`src/rtl/poll_pkg.sv`:
```
package poll_pkg;
  typedef enum logic [2:0] {
    ST_IDLE,
    ST_FIRST,
    ST_POLL,
    ST_ECHK1,
    ST_ECHK2,
    ST_FINAL
  } poll_st_t;
endpackage

```
`src/rtl/poll_rdport.sv`:
```
module poll_rdport #(
  parameter int AW = 18,
  parameter int DW = 8
) (
  input  logic          clk,
  input  logic          rst,
  input  logic          go_i,
  input  logic [AW-1:0] addr_i,
  output logic          rd_req_o,
  output logic [AW-1:0] rd_addr_o,
  input  logic          rd_ack_i,
  input  logic [DW-1:0] rd_data_i,
  output logic          got_o,
  output logic [DW-1:0] data_o
);
  always_ff @(posedge clk) begin
    if (rst) begin
      rd_req_o  <= 1'b0;
      rd_addr_o <= '0;
      got_o     <= 1'b0;
      data_o    <= '0;
    end else begin
      got_o <= 1'b0;
      if (rd_req_o && rd_ack_i) begin
        rd_req_o <= 1'b0;
        got_o    <= 1'b1;
        data_o   <= rd_data_i;
      end else if (go_i) begin
        rd_req_o  <= 1'b1;
        rd_addr_o <= addr_i;
      end
    end
  end


  req_hold_chk: assert property (@(posedge clk) disable iff (rst)
    rd_req_o && !rd_ack_i |=> rd_req_o);


  got_after_ack_chk: assert property (@(posedge clk) disable iff (rst)
    rd_req_o && rd_ack_i |=> got_o && !rd_req_o);
endmodule

```
`src/rtl/poll_budget.sv`:
```
module poll_budget #(
  parameter int LIMIT = 16
) (
  input  logic clk,
  input  logic rst,
  input  logic clr_i,
  input  logic inc_i,
  output logic hit_o
);
  localparam int CW = $clog2(LIMIT + 1);
  logic [CW-1:0] cnt;

  always_ff @(posedge clk) begin
    if (rst || clr_i) cnt <= '0;
    else if (inc_i && cnt != CW'(LIMIT)) cnt <= cnt + 1'b1;
  end

  // budget used up once this read completes
  assign hit_o = (cnt >= CW'(LIMIT - 1));
endmodule

```
`src/rtl/tbit_poller.sv`:
```
module tbit_poller #(
  parameter int AW        = 18,
  parameter int DW        = 8,
  parameter int MAX_READS = 16,
  parameter int TOG_BIT   = 6,
  parameter int ERR_BIT   = 5
) (
  input  logic          clk,
  input  logic          rst,
  input  logic          start_i,
  input  logic [AW-1:0] addr_i,
  input  logic [DW-1:0] expect_i,
  output logic          rd_req_o,
  output logic [AW-1:0] rd_addr_o,
  input  logic          rd_ack_i,
  input  logic [DW-1:0] rd_data_i,
  output logic          busy_o,
  output logic          done_o,
  output logic          pass_o,
  output logic          fail_o,
  output logic          tmo_o,
  output logic          mismatch_o,
  output logic [DW-1:0] final_o
);
  import poll_pkg::*;

  poll_st_t      st;
  logic [AW-1:0] addr_q;
  logic [DW-1:0] exp_q;
  logic          go, got, hit, prev_tog;
  logic [DW-1:0] rdat;

  poll_rdport #(.AW(AW), .DW(DW)) u_port (
    .clk(clk), .rst(rst), .go_i(go), .addr_i(addr_q),
    .rd_req_o(rd_req_o), .rd_addr_o(rd_addr_o),
    .rd_ack_i(rd_ack_i), .rd_data_i(rd_data_i),
    .got_o(got), .data_o(rdat)
  );

  poll_budget #(.LIMIT(MAX_READS)) u_budget (
    .clk(clk), .rst(rst), .clr_i(st == ST_IDLE),
    .inc_i(got), .hit_o(hit)
  );

  always_ff @(posedge clk) begin
    if (rst) begin
      st         <= ST_IDLE;
      addr_q     <= '0;
      exp_q      <= '0;
      go         <= 1'b0;
      prev_tog   <= 1'b0;
      busy_o     <= 1'b0;
      done_o     <= 1'b0;
      pass_o     <= 1'b0;
      fail_o     <= 1'b0;
      tmo_o      <= 1'b0;
      mismatch_o <= 1'b0;
      final_o    <= '0;
    end else begin
      go     <= 1'b0;
      done_o <= 1'b0;
      case (st)
        ST_IDLE: if (start_i) begin
          addr_q     <= addr_i;
          exp_q      <= expect_i;
          go         <= 1'b1;
          busy_o     <= 1'b1;
          pass_o     <= 1'b0;
          fail_o     <= 1'b0;
          tmo_o      <= 1'b0;
          mismatch_o <= 1'b0;
          st         <= ST_FIRST;
        end
        ST_FIRST: if (got) begin
          prev_tog <= rdat[TOG_BIT];
          go       <= 1'b1;
          st       <= ST_POLL;
        end
        ST_POLL: if (got) begin
          if (rdat[TOG_BIT] == prev_tog) begin
            go <= 1'b1;
            st <= ST_FINAL;
          end else if (rdat[ERR_BIT]) begin
            go <= 1'b1;
            st <= ST_ECHK1;
          end else if (hit) begin
            tmo_o  <= 1'b1;
            done_o <= 1'b1;
            busy_o <= 1'b0;
            st     <= ST_IDLE;
          end else begin
            prev_tog <= rdat[TOG_BIT];
            go       <= 1'b1;
          end
        end
        ST_ECHK1: if (got) begin
          prev_tog <= rdat[TOG_BIT];
          go       <= 1'b1;
          st       <= ST_ECHK2;
        end
        ST_ECHK2: if (got) begin
          if (rdat[TOG_BIT] != prev_tog) begin
            fail_o <= 1'b1;
            done_o <= 1'b1;
            busy_o <= 1'b0;
            st     <= ST_IDLE;
          end else begin
            go <= 1'b1;
            st <= ST_FINAL;
          end
        end
        ST_FINAL: if (got) begin
          final_o    <= rdat;
          mismatch_o <= (rdat != exp_q);
          pass_o     <= 1'b1;
          done_o     <= 1'b1;
          busy_o     <= 1'b0;
          st         <= ST_IDLE;
        end
        default: st <= ST_IDLE;
      endcase
    end
  end


  one_result_chk: assert property (@(posedge clk) disable iff (rst)
    done_o |-> $countones({pass_o, fail_o, tmo_o}) == 1);


  done_pulse_chk: assert property (@(posedge clk) disable iff (rst)
    done_o |=> !done_o);


  mismatch_pass_chk: assert property (@(posedge clk) disable iff (rst)
    mismatch_o |-> pass_o);


  req_in_busy_chk: assert property (@(posedge clk) disable iff (rst)
    rd_req_o |-> busy_o);


  held_result_chk: assert property (@(posedge clk) disable iff (rst)
    !busy_o && !start_i |=> $stable({pass_o, fail_o, tmo_o, mismatch_o}));
endmodule

```
`config.mk`:
```
export PLATFORM = sky130hd
export DESIGN_NAME = tbit_poller
export DESIGN_NICKNAME = d
export VERILOG_FILES = /design/src/rtl/poll_pkg.sv /design/src/rtl/poll_rdport.sv /design/src/rtl/poll_budget.sv /design/src/rtl/tbit_poller.sv
export SDC_FILE = /design/constraint.sdc
export NUM_CORES = 1
export LEC_CHECK = 0
export BUFFER_PORTS_ARGS = -buffer_cell sky130_fd_sc_hd__buf_2
export CAP_MARGIN = 20
export CORE_ASPECT_RATIO = 1.25
export CORE_MARGIN = 3
export CORE_UTILIZATION = 25
export DETAILED_ROUTE_END_ITERATION = 10
export GPL_ROUTABILITY_DRIVEN = 0
export PLACE_DENSITY = 0.49
export RECOVER_POWER = 25
export SLEW_MARGIN = 20
export SYNTH_ARGS = -nofsm -noshare
export SYNTH_HDL_FRONTEND = slang
export SYNTH_SLANG_ARGS = --single-unit
```
`constraint.sdc`:
```
create_clock -name clk -period 1.9 [get_ports clk]
set_input_delay 0.095 -clock clk [delete_from_list [all_inputs] [get_ports clk]]
set_output_delay 0.095 -clock clk [all_outputs]
set_load 0.02 [all_outputs]
```
# After elaboration in Yosys (flattened, before gate mapping)

Index checks and enable logic that the tools add are counted.
W data, S select, Z words.

Output and inout port bits: 33
Register bits after elaboration: 78
Input bits: 38
Word-level logic and storage cells: 118

Reduce and logical (&&, ||, !) cells: 20
Bitwise gates (word level): 1
Equality and inequality tests: 22
Mux-type cells: 56
Magnitude comparators: 1
Add/subtract/negate cells: 1

Operators by type and width:

| cell                  | number |
|---|---|
| $mux W1               | 37 |
| $mux W3               | 10 |
| $pmux W3 S6           | 1 |
| $ne A2 B1 Y1 const B  | 6 |
| $ne A2 B2 Y1 const B  | 6 |
| $reduce_and A6 Y1     | 2 |
| $pmux W1 S2           | 5 |
| $reduce_and A9 Y1     | 1 |
| $ne A8 B8 Y1          | 1 |
| $pmux W1 S4           | 2 |
| $reduce_bool A2 Y1    | 4 |
| $reduce_and A7 Y1     | 1 |
| $eq A3 B2 Y1 const B  | 2 |
| $eq A3 B3 Y1 const B  | 2 |
| $reduce_and A2 Y1     | 3 |
| $add A5 B1 Y5 const B | 1 |
| $ge A5 B4 Y1 const B  | 1 |
| $ne A5 B5 Y1 const B  | 1 |
| $ne A4 B3 Y1 const B  | 1 |
| $reduce_and A4 Y1     | 1 |
| $reduce_bool A4 Y1    | 1 |
| $reduce_or A2 Y1      | 2 |
| $eq A3 B1 Y1 const B  | 1 |
| $logic_not A3 Y1      | 1 |
| 7 further kinds       | 8 |

# Logic depth before layout (Yosys ltp)

Depth after elaboration: 6
Depth in mapped cells: 7
Depth with buffers taken out: 7

# By module

Synthesis repeated with hierarchy kept, for this count alone.

Cells, all modules: 397
Area total of the unflattened synthesis: 3465.8 um^2

Modules (own cells, without submodules):

| module      | seq. area each (um^2) | cells each | area each (um^2) | instances |
|---|---|---|---|---|
| tbit_poller | 900.9                 | 242        | 1918.1           | 1 |
| poll_rdport | 560.5                 | 122        | 1263.7           | 1 |
| poll_budget | 100.1                 | 33         | 284.0            | 1 |

# Worst setup path after synthesis

No wires, ideal clock.

Path type: register -> register
From: register u_budget.cnt[0]
To: register st[0]
Period minus slack after synthesis: 1.718 ns
Arrival: 1.639 ns
Data required time: 1.821 ns
Cell stages (with the launch flop): 8
Path buffers: 0
Setup slack: 0.182 ns
Cell sequence: dfxtp_1 > ha_1 > and3_1 > ha_1 > nor4b_2 > nand4_1 > and3_4 > a211oi_2

Longest elaborated chain between the ends: 3

RTL lines:

| item                               | RTL line          | source |
|---|---|---|
| from (decl)                        | poll_budget.sv:11 | `logic [CW-1:0] cnt;` |
| from (signal assigned)             | poll_budget.sv:15 | `else if (inc_i && cnt != CW'(LIMIT)) cnt <= cnt + 1'b1;` |
| $ge A5 B4 Y1                       | poll_budget.sv:19 | `assign hit_o = (cnt >= CW'(LIMIT - 1));` |
| $ne A4 B3 Y1 (no source line)      | -                 |  |
| $reduce_and A7 Y1 (no source line) | -                 |  |
| to (signal assigned)               | tbit_poller.sv:47 | `st <= ST_IDLE;` |
| to (signal assigned)               | tbit_poller.sv:72 | `st <= ST_FIRST;` |
| to (signal assigned)               | tbit_poller.sv:77 | `st <= ST_POLL;` |
| to (decl)                          | tbit_poller.sv:27 | `poll_st_t st;` |

No other way between the ends.
A chain may end at the register's enable or synchronous reset.

# Worst setup path after layout

Ends and elaborated chain as after synthesis.

==> flow_summary.toml <==
[worst_setup_path]
cp-start-kind = "flop"
crit_chain = "ha_2 > and3_1 > ha_2 > nor4b_4 > nand4_1 > and3_4 > a211oi_2"
critical-path-top-delay-family = "simple AND/OR/NAND/NOR gates"
required_ns = 2.16
cp_common_cell = "ha_2"
path_buf_inv = 0
crit_fanout = 4
rr_startpoint = "u_budget.cnt[0]"
r2r_slack_ns = 0.11
ff2ff_path_depth = 7
critPathArrivalTime_ns = 2.05
rr_endpoint = "st[0]"
critPathSlowestCell = "dfxtp_2"
cpPeakStageDelay_ns = 0.34
critPathCaptureType = "flop"
path_class = "flop to flop"

[worst_hold_path]
min_to = "exp_q[7]"
hold_depth = 3
hp-start = "expect_i[7]"
holdCritPathClass = "input port to flop"

[placement]
dp_hpwl_mm = 5.81
dp_worst_setup_slack_ns = 0.0585
numPortBuffers = 70

[global_routing]
overflow = 0
grt_usage_pct = 12.3
grt_pass1_vias = 2839
antenna_found_initial = 0
grt_pass1_wl_mm = 13.9
grt_max_degree = 31

[die]
fp-row-count = 45
initial_core_util_pct = 26.0
ioPinCount = 71
core_area_sq_um = 12400
fp.dieH_um = 133
die_w_um = 108
die_area_sq_um = 14300

[detailed_routing]
wl_per_cell_um = 12.9
ant_nets = 0
num_vias = 2892
drt_iter0_markers = 88
wl_mm = 8.44
drc = 0
drtPass1Iterations = 4
vias_per_cell = 4.43

[timing]
holdWs_ns = 0.0103
slew_viol_final = 0
setup_slack_ns = 0.106
setup_viol = 0
fin_crit_sh_pct = 94.4
skew_ns = 0.00687
fmax_ghz = 0.557
tightestPinTransition_ns = 1.22
fin_crit_ns = 1.79
slew_headroom_pct = 18.9
hold_violations = 0

[logic_synthesis]
syn_nets = 429
synth_top_area_cell = "dfxtp_1"
yosysSeqAreaShare_pct = 48.5
synth.most_common_cell = "nand2_1"
netlist_area_sq_um = 3220
synth_commonest_cells = "nand2_1, dfxtp_1, a21oi_1, clkbuf_1, nor2_1"
syn_avg_cell_area_sq_um = 8.30
ys_types = 48
async_reset_ff_share_pct = 0
ys_warn_count = 0
synth_edf_count = 0
ys.flop_type = "dfxtp_1"
synth_area_leaders = "dfxtp_1, nand2_1, a21oi_1, xnor2_1, a21oi_2"
ys_seq_elements = 78
syn_inst = 388
netlist.area_leader.share_pct = 48.5

[clock_tree]
clk_pin_slew_ns = 0.06
cts_max_path_buffers = 2
clock-sinks = 78
cts-htree-levels = 3
clkLatencyLatePin_ns = 0.34
cts-root-buf = "clkbuf_16"
cts_inserted_buffers = 9
cts_tree = "yes"

[finish]
fillers = 1338
drive_gt1_share_pct = 20.0
seq_area_sq_um = 1560
fin_nets = 525
multi_input_area_sq_um = 1510
syn2layout_area_growth_pct = 34.1
insertedDiodeCount = 0

[power_and_ir_drop]
p_per_area_nw_per_um2 = 1150
leakage_nw = 1.56
ir_worst_vdd_v = 0.000450
power.total_mw = 4.96

[run]
drv_cap = 0

[status]
outcome = "finished, final reports clean"
-- report_power, final --
group	switching, mW	internal, mW
Sequential	0.165	1.80
Combinational	0.626	0.454
Clock	0.686	1.23
-- metal layers --
layer	GRT usage (%)	up-vias	part of all wire [%]
met5	0	-	0
met4	4.49	0	1.6
met3	3.76	12	5.1
met2	20.0	64	49
met1	15.2	1335	45
li1	-	1481	-
-- layout make-up --
class                           count  area share [%]
Multi-Input combinational cell    281            35.1
Sequential cell                    78            36.2
Inverter                            5           0.435
Clock buffer                       12            5.94
Tap cell                          164            4.75
Timing Repair Buffer              109            15.8
Clock inverter                      4            1.80
-- stage by stage --
stage | std cells | utilization [%] | setup TNS [ns] | area, sq um
3_5_place_dp | 608 | 30.0 | 0 | 3710
2_1_floorplan | 388 | - | 0 | 3220
5_1_grt | 653 | 34.9 | -0.0272 | 4320
6_report | 653 | 34.9 | 0 | 4320
3_3_place_gp | 608 | 30.0 | 0 | 3710
4_1_cts | 653 | 35.0 | 0 | 4340
-- worst reg2reg max path, delay by kind of cell (launching register included) --
kind | cells | cell delay, ns
AND/OR/NAND/NOR | 4 | 0.84
flip-flops | 1 | 0.34
adder cells (fa/ha/maj) | 2 | 0.38
AO/OA/AOI/OAI | 1 | 0.16
-- state kept, by name (all words and copies together) (netlist names), 3 cells and up --
signal and flops:
addr_q 18, exp_q 8, u_port.rd_addr_o 18, u_budget.cnt 5, st 3, final_o 8, u_port.data_o 8
-- worst max-delay path by stage --
stage               startpoint     to  slack (ns)  cells past startpoint
2_1_floorplan  u_budget.cnt[0]  st[0]        0.18                      7
3_3_place_gp   u_budget.cnt[0]  st[0]        0.10                      7
3_5_place_dp   u_budget.cnt[1]  st[0]        0.06                      7
4_1_cts        u_budget.cnt[0]  st[0]        0.05                      7
5_1_grt        u_budget.cnt[0]  st[0]       -0.03                      7
6_report       u_budget.cnt[0]  st[0]        0.11                      7
-- kinds of logic (layout without fill, tap and decap cells) --
logic type                 count (synthesis)  count (layout)  share of synthesized area, %
AOI/OAI and AO/OA                         87              87                          17.1
DFF                                       78              78                          48.5
buffers and inverters                     29             130                          4.90
and+or+nand+nor                          176             176                          24.2
muxes                                      1               1                         0.311
adders and majority gates                  3               3                          1.17
xor gates and xnor gates                  14              14                          3.81
-- placed cells by master, fill, tap and decap left out, types with 3 or more instances in the layout --
| master | instances |
|---|---|
| dfxtp_1 | 76 |
| xor2_1 | 3 |
| xnor2_1 | 11 |
| nor2_1 | 12 |
| buf_2 | 43 |
| dlygate4sd3_1 | 29 |
| nand2_1 | 130 |
| nand3_1 | 4 |
| nand4_1 | 5 |
| inv_1 | 4 |
| and2_1 | 3 |
| buf_4 | 10 |
| clkbuf_1 | 28 |
| clkbuf_16 | 9 |
| a21oi_1 | 60 |
| nor3_1 | 5 |
| a21oi_2 | 10 |
-- timing repair --
item                                    in CTS  in global routing
resized for setup                            0                  5
setup buffers                                0                  0
endpoints found under the hold margin       29                  0
hold buffers                                29                  0
endpoints found under the setup margin       0                  2
No activity file was read; power rests on OpenSTA's default activity.
